===== src/rtl/sdq_pkg.sv =====
package sdq_pkg;
  localparam int unsigned CL_SHORT    = 2;
  localparam int unsigned CL_LONG     = 3;
  localparam int unsigned RD_MASK_LAT = 2;

  // index of the delay-line stage that feeds the output register
  function automatic logic [1:0] cl_tap(input logic sel_long);
    return sel_long ? 2'(CL_LONG - 1) : 2'(CL_SHORT - 1);
  endfunction

  // a beat is shown only when it is valid and not masked
  function automatic logic beat_shown(input logic vld, input logic masked);
    return vld & ~masked;
  endfunction
endpackage


===== src/rtl/sdq_store.sv =====
module sdq_store #(
  parameter int unsigned DQ_W  = 4,
  parameter int unsigned DEPTH = 16,
  localparam int unsigned AW   = $clog2(DEPTH)
) (
  input  logic            clk,
  input  logic            rst_n,
  input  logic            wr_en,
  input  logic            wr_mask,
  input  logic [AW-1:0]   addr,
  input  logic [DQ_W-1:0] wr_data,
  output logic [DQ_W-1:0] rd_word
);
  logic [DQ_W-1:0] mem [DEPTH];
  logic            wr_commit;

  assign wr_commit = wr_en & ~wr_mask;
  assign rd_word   = mem[addr];

  always_ff @(posedge clk) begin
    if (!rst_n) begin
      for (int i = 0; i < DEPTH; i++) mem[i] <= '0;
    end else if (wr_commit) begin
      mem[addr] <= wr_data;
    end
  end

  AST_WRITE_LANDS: assert property (@(posedge clk) disable iff (!rst_n)
    (wr_en && !wr_mask) |=> mem[$past(addr)] == $past(wr_data));
  AST_MASKED_WRITE_HOLDS: assert property (@(posedge clk) disable iff (!rst_n)
    (wr_en && wr_mask) |=> mem[$past(addr)] == $past(rd_word));
endmodule


===== src/rtl/sdq_cas_line.sv =====
module sdq_cas_line
  import sdq_pkg::*;
#(
  parameter int unsigned DQ_W   = 4,
  parameter int unsigned STAGES = CL_LONG
) (
  input  logic            clk,
  input  logic            rst_n,
  input  logic            in_vld,
  input  logic [DQ_W-1:0] in_data,
  input  logic            sel_long,
  output logic            tap_vld,
  output logic [DQ_W-1:0] tap_data
);
  logic            stg_vld [STAGES];
  logic [DQ_W-1:0] stg_dat [STAGES];
  logic [1:0]      tap;

  for (genvar g = 0; g < STAGES; g++) begin : g_stage
    if (g == 0) begin : g_head
      always_ff @(posedge clk) begin
        if (!rst_n) begin
          stg_vld[0] <= 1'b0;
          stg_dat[0] <= '0;
        end else begin
          stg_vld[0] <= in_vld;
          stg_dat[0] <= in_data;
        end
      end
    end else begin : g_body
      always_ff @(posedge clk) begin
        if (!rst_n) begin
          stg_vld[g] <= 1'b0;
          stg_dat[g] <= '0;
        end else begin
          stg_vld[g] <= stg_vld[g-1];
          stg_dat[g] <= stg_dat[g-1];
        end
      end
    end
  end

  assign tap      = cl_tap(sel_long);
  assign tap_vld  = stg_vld[tap];
  assign tap_data = stg_dat[tap];
endmodule


===== src/rtl/sdq_mask_line.sv =====
module sdq_mask_line #(
  parameter int unsigned LAT = 2
) (
  input  logic clk,
  input  logic rst_n,
  input  logic dqm,
  output logic dqm_late
);
  logic dly [LAT];

  for (genvar g = 0; g < LAT; g++) begin : g_dly
    always_ff @(posedge clk) begin
      if (!rst_n)      dly[g] <= 1'b0;
      else if (g == 0) dly[g] <= dqm;
      else             dly[g] <= dly[(g == 0) ? 0 : g-1];
    end
  end

  assign dqm_late = dly[LAT-1];
endmodule


===== src/rtl/sdram_dq_path.sv =====
module sdram_dq_path
  import sdq_pkg::*;
#(
  parameter int unsigned DQ_W  = 4,
  parameter int unsigned DEPTH = 16,
  localparam int unsigned AW   = $clog2(DEPTH)
) (
  input  logic            clk,
  input  logic            rst_n,
  input  logic            wr_beat,
  input  logic            rd_beat,
  input  logic [AW-1:0]   col_addr,
  input  logic            cas_lat3,
  input  logic            dqm,
  input  logic [DQ_W-1:0] wr_data,
  output logic [DQ_W-1:0] rd_data,
  output logic            rd_valid,
  output logic            dq_oe
);
  logic [DQ_W-1:0] fetched;
  logic            tap_vld;
  logic [DQ_W-1:0] tap_data;
  logic            dqm_late;
  logic            show_beat;
  logic            masked_beat;

  sdq_store #(.DQ_W(DQ_W), .DEPTH(DEPTH)) u_store (
    .clk     (clk),
    .rst_n   (rst_n),
    .wr_en   (wr_beat),
    .wr_mask (dqm),
    .addr    (col_addr),
    .wr_data (wr_data),
    .rd_word (fetched)
  );

  sdq_cas_line #(.DQ_W(DQ_W), .STAGES(CL_LONG)) u_cas (
    .clk      (clk),
    .rst_n    (rst_n),
    .in_vld   (rd_beat),
    .in_data  (fetched),
    .sel_long (cas_lat3),
    .tap_vld  (tap_vld),
    .tap_data (tap_data)
  );

  sdq_mask_line #(.LAT(RD_MASK_LAT)) u_mask (
    .clk      (clk),
    .rst_n    (rst_n),
    .dqm      (dqm),
    .dqm_late (dqm_late)
  );

  assign show_beat   = beat_shown(tap_vld, dqm_late);
  assign masked_beat = tap_vld & dqm_late;

  always_ff @(posedge clk) begin
    if (!rst_n) begin
      rd_valid <= 1'b0;
      dq_oe    <= 1'b0;
      rd_data  <= '0;
    end else begin
      rd_valid <= show_beat;
      dq_oe    <= show_beat;
      rd_data  <= show_beat ? tap_data : '0;
    end
  end

  AST_CL2_ARRIVES: assert property (@(posedge clk) disable iff (!rst_n)
    ($past(rd_beat, 3) && !$past(dqm, 3) && !cas_lat3 && $past(!cas_lat3, 3))
      |-> rd_valid);
  AST_CL3_ARRIVES: assert property (@(posedge clk) disable iff (!rst_n)
    ($past(rd_beat, 4) && !$past(dqm, 3) && cas_lat3 && $past(cas_lat3, 4))
      |-> rd_valid);
  AST_DQM_BLANKS: assert property (@(posedge clk) disable iff (!rst_n)
    $past(dqm, 3) |-> (!rd_valid && !dq_oe));
  AST_OE_TRACKS_VALID: assert property (@(posedge clk) disable iff (!rst_n)
    dq_oe == rd_valid);
  AST_IDLE_ZERO: assert property (@(posedge clk) disable iff (!rst_n)
    !rd_valid |-> rd_data == '0);
endmodule


===== config.mk =====
export PLATFORM = sky130hd
export DESIGN_NAME = sdram_dq_path
export DESIGN_NICKNAME = d
export VERILOG_FILES = /design/src/rtl/sdq_pkg.sv /design/src/rtl/sdq_store.sv /design/src/rtl/sdq_cas_line.sv /design/src/rtl/sdq_mask_line.sv /design/src/rtl/sdram_dq_path.sv
export SDC_FILE = /design/constraint.sdc
export NUM_CORES = 1
export LEC_CHECK = 0
export BUFFER_PORTS_ARGS = -buffer_cell sky130_fd_sc_hd__buf_2
export CORE_AREA = 2 2 94 96
export DETAILED_ROUTE_END_ITERATION = 10
export DIE_AREA = 0 0 96 98
export SETUP_SLACK_MARGIN = 0.2
export SLEW_MARGIN = 20
export SYNTH_ARGS = -nofsm -noshare
export SYNTH_HDL_FRONTEND = slang
export SYNTH_HIERARCHICAL = 1
export SYNTH_SLANG_ARGS = --single-unit

===== constraint.sdc =====
create_clock -name clk -period 1.67 [get_ports clk]
set_input_delay 0.2505 -clock clk [delete_from_list [all_inputs] [get_ports clk]]
set_output_delay 0.2505 -clock clk [all_outputs]
set_load 0.1 [all_outputs]

### After elaboration in Yosys (flattened, before gate mapping)

Memory sizes are Yosys's and may differ from the RTL's. A register that Yosys moved wholly into a read port is not among the register bits.
Index checks and enable logic that the tools add are counted.

* equality and inequality tests: 0
* $lt $le $gt $ge: 0
* div/mod/pow operators: 0
* add/subtract/negate cells: 0
* multipliers: 0
* bitwise logic cells: 12
* shift-type cells: 0
* mux-type cells: 17
* reductions and logical operators: 3

Operators with widths (number)
* 4-bit two-way mux: 5
* 1-bit two-way mux: 11
* 1-bit bitwise OR: 8
* 4-bit OR reduction: 1
* 1-bit bitwise AND: 2
* 2-bit two-way mux: 1
* 1-bit inverter: 2
* 2-bit AND reduction: 1
* 1-bit logical NOT: 1

* memories kept: 4
* word-level logic and storage cells: 37
* bits in registers: 1
* input bits: 14
* bits in writable memories: 81
* memory bits (read-only): 0
* latch bits: 0

Memory list
* u_store.mem: depth 16, bits a word 4, rd ports 1, clocked after memory_dff 0, write ports 16, RTL line sdq_store.sv:14 `logic [DQ_W-1:0] mem [DEPTH];`
* u_cas.stg_dat: depth 3, bits a word 4, rd ports 3, clocked after memory_dff 1, write ports 3, RTL line sdq_cas_line.sv:16 `logic [DQ_W-1:0] stg_dat [STAGES];`
* u_cas.stg_vld: depth 3, bits a word 1, rd ports 3, clocked after memory_dff 0, write ports 3, RTL line sdq_cas_line.sv:15 `logic stg_vld [STAGES];`
* u_mask.dly: depth 2, bits a word 1, rd ports 2, clocked after memory_dff 0, write ports 2, RTL line sdq_mask_line.sv:9 `logic dly [LAT];`

### Logic depth before layout (Yosys ltp)

* depth in word-level cells: 7
* gate-level depth with buffers: 6

### By module

The synthesis kept the hierarchy.

Modules (own cells, without submodules)
* sdq_store: area an instance 2994.1 µm², cells an instance 219, instances 1
* sdq_cas_line: area an instance 455.4 µm², cells an instance 36, instances 1
* sdram_dq_path: area an instance 157.7 µm², cells an instance 11, instances 1
* sdq_mask_line: area an instance 52.6 µm², cells an instance 4, instances 1

### Least setup slack after synthesis

Ideal clock, no wire load.

* kind: register to output
* start point: register, netlist name dq_oe
* end point: output port rd_valid
* arrival: 1.356 ns
* data required time: 1.419 ns
* buffers on the path: 1
* cell stages (with the launch flop): 2
* slack: 0.063 ns
* cells stage by stage: dfxtp_1 buf_4

RTL lines
* end, declared: RTL line sdram_dq_path.sv:17 `output logic rd_valid,`

==> metrics <==
run status finished, final reports clean; fraction of registers with async set/reset 0%; Largest stage delay, worst path approximately 480 ps; crit path max-delay cell type mux4_2; first-pass GRT wire length ~13000 um; Nets between 300 and 400; Synth Area in Compound Gates ~4.2%; normalized max-slew margin 67.9%; Final Hold Vio Count 0; top cells by instance count after synthesis 64 x edfxtp_1, 52 x nor2_1, 22 x dfxtp_1, 22 x nand2_1, 18 x and2_1; Synth area leaders edfxtp_1 53%, dfxtp_1 12%, mux4_2 5.5%; number of diodes 0; Routed WL per cell 18.1 um; WS Path Type reg2reg; CP required ~1900 ps; Final Setup Violations 0; CP bufs+invs 0; Yosys Warn Count 6; Crit path max-delay family multiplexers; vias per cell 5.27; Yosys top cell by area edfxtp_1; CTS max path bufs 2; Post-synth EDFFs 64; Max Fanout on Critical Path 1; # Max-Cap Violations 0; Leakage approximately 1.5 nW; f_max around 700 MHz; vias in the first global route between 2000 and 2500; Synth top area share a little over half; detailed-route via count approximately 2300; Syn-to-layout area delta 15.8%; Sink Count 86; Die W around 96 um; dpl hpwl between 5000 and 6000 um; I/O Buffers 19; root buffer cell clkbuf_8; # IOs 20; crit-path cells mux4_2, a22oi_2, nand2_1, and2_1; worst clock skew around 5.5 ps; Post-DP Area 0.00406 mm2; drt drc 0; share of layout cells above drive strength 1 between 30 and 40%; Post-Synth Adder-Cell Area 0%; final wirelength approximately 7700 um; number of DRC markers after the initial detailed-route iteration 155; most frequent cell after synthesis edfxtp_1; register area share after synthesis between 60% and 70%; die area around 0.0094 mm2; Max Slew Vio Count 0; H-tree lvl count 3; Post-Syn Nets approximately 280; row count 34; Yosys cell types 26; #FFs+latches synth 86; unrepaired setup endpoints after global routing true; # hold bufs at CTS 0; CTS buffer count 9; initial core utilization 43.2%; Post-Synth Simple-Gate Area roughly 16%; mux contribution to synthesized area about an eighth; Peak VDD IR between 0.4 and 0.5 mV; Synth Area per Inst about 14 um2; mapped cell area around 0.0037 mm2; post-synthesis cell count 270; worst skew pair latency 350 ps; clock transition at the registers of the reported paths approximately 80 ps; CP Launch Type register; GRT overflow 0; cell area power density about 980 mW/mm2; setup_tns 0 ps; core area around 0.0085 mm2; min-delay worst type in2reg; largest net degree at the start of global routing 36; Setup crit end kind register; fin crit share around 85%; Routed Antenna Nets 0; Worst Max-Slew Pin Slew 484 ps; gr usage total a little under a fifth; cell area after layout between 0.004 and 0.005 mm2; Die Y-Extent slightly below 100 um; largest family of logic cells by synthesized area simple AND/OR/NAND/NOR gates; CTS tree built; ys flop type edfxtp_1; routability cong. 0.766; drt pass-1 iters 4; Post-Synth XOR/XNOR Area 0%; min Tclk post-route 1420 ps; initial antenna violation count 0; crit path DAT approximately 1700 ps
==> per-stage QoR <==
stage          total power [mW]  std cells  util [%]  setup WS [ps]  hold slack [ps]
4_1_cts                    4.17        427      50.2            204              103
2_1_floorplan              2.69        270         -           88.1              372
3_5_place_dp               2.84        411      48.0           -297              418
6_report                   4.14        427      50.1            245              117
3_3_place_gp               2.83        411      48.0           -308              411
5_1_grt                    4.33        427      50.1            197             99.5
==> cells by family after synthesis <==
kind of cell,Yosys count
muxes,21
and+or+nand+nor,120
buffers and inverters,19
AOI/OAI and AO/OA,24
DFF,86
==> worst paths after layout <==
path	start	slack (ps)	cells past startpoint	endpoint
max	u_store/mem[0][1]	250	4	u_cas/stg_dat[0][1]
min	rd_beat	120	2	u_cas/stg_vld[0]
max reg2reg	u_store/mem[0][1]	250	4	u_cas/stg_dat[0][1]
min reg2reg	u_cas/stg_vld[0]	440	1	u_cas/stg_vld[1]
==> flip-flops by register name, indices dropped and copies added, names as in the netlist <==
register,cells
rd_data,4
dq_oe,1
u_cas/stg_dat,12
u_mask/dly,2
u_store/mem,64
u_cas/stg_vld,3
==> metal layers <==
| metal | part of all wire [%] | GRT usage [%] |
|---|---|---|
| met4 | 2.2 | 6.37 |
| met1 | 45 | 25.8 |
| met3 | 5.3 | 4.01 |
| met2 | 48 | 28.1 |
| met5 | 0 | 0 |
==> repair_timing <==
| item | 4_1_cts | 5_1_grt |
|---|---|---|
| pin swaps | 1 | 1 |
| endpoints found under the setup margin | 4 | 4 |
| setup buffers | 0 | 0 |
| gates resized for setup | 6 | 5 |
| cloned | 0 | 0 |
==> layout make-up <==
type / count / area [um2]
repair buffers: 52 / 358
multi-input cells: 165 / 1200
flip-flops and latches: 86 / 2360
clock buffers: 13 / 160
fillers: 767 / 4230
clock inverters: 3 / 16.3
well taps: 108 / 135
==> layout by cell type, fill, tap and decap left out, drive strengths merged, types with 3 or more instances in the layout <==
cell type / count
nor2: 65
edfxtp: 64
buf: 52
nand2: 22
dfxtp: 22
and2: 18
mux4: 16
o21ai: 16
clkbuf: 13
a22oi: 8
mux2: 5
and4b: 4
nor2b: 3
==> power by group <==
| group | internal, mW | switching (mW) |
|---|---|---|
| Combinational | 0.167 | 0.208 |
| Sequential | 2.40 | 0.0329 |
| Clock | 0.630 | 0.706 |
| Total | 3.19 | 0.947 |
Power figures use the tool's default switching activity.
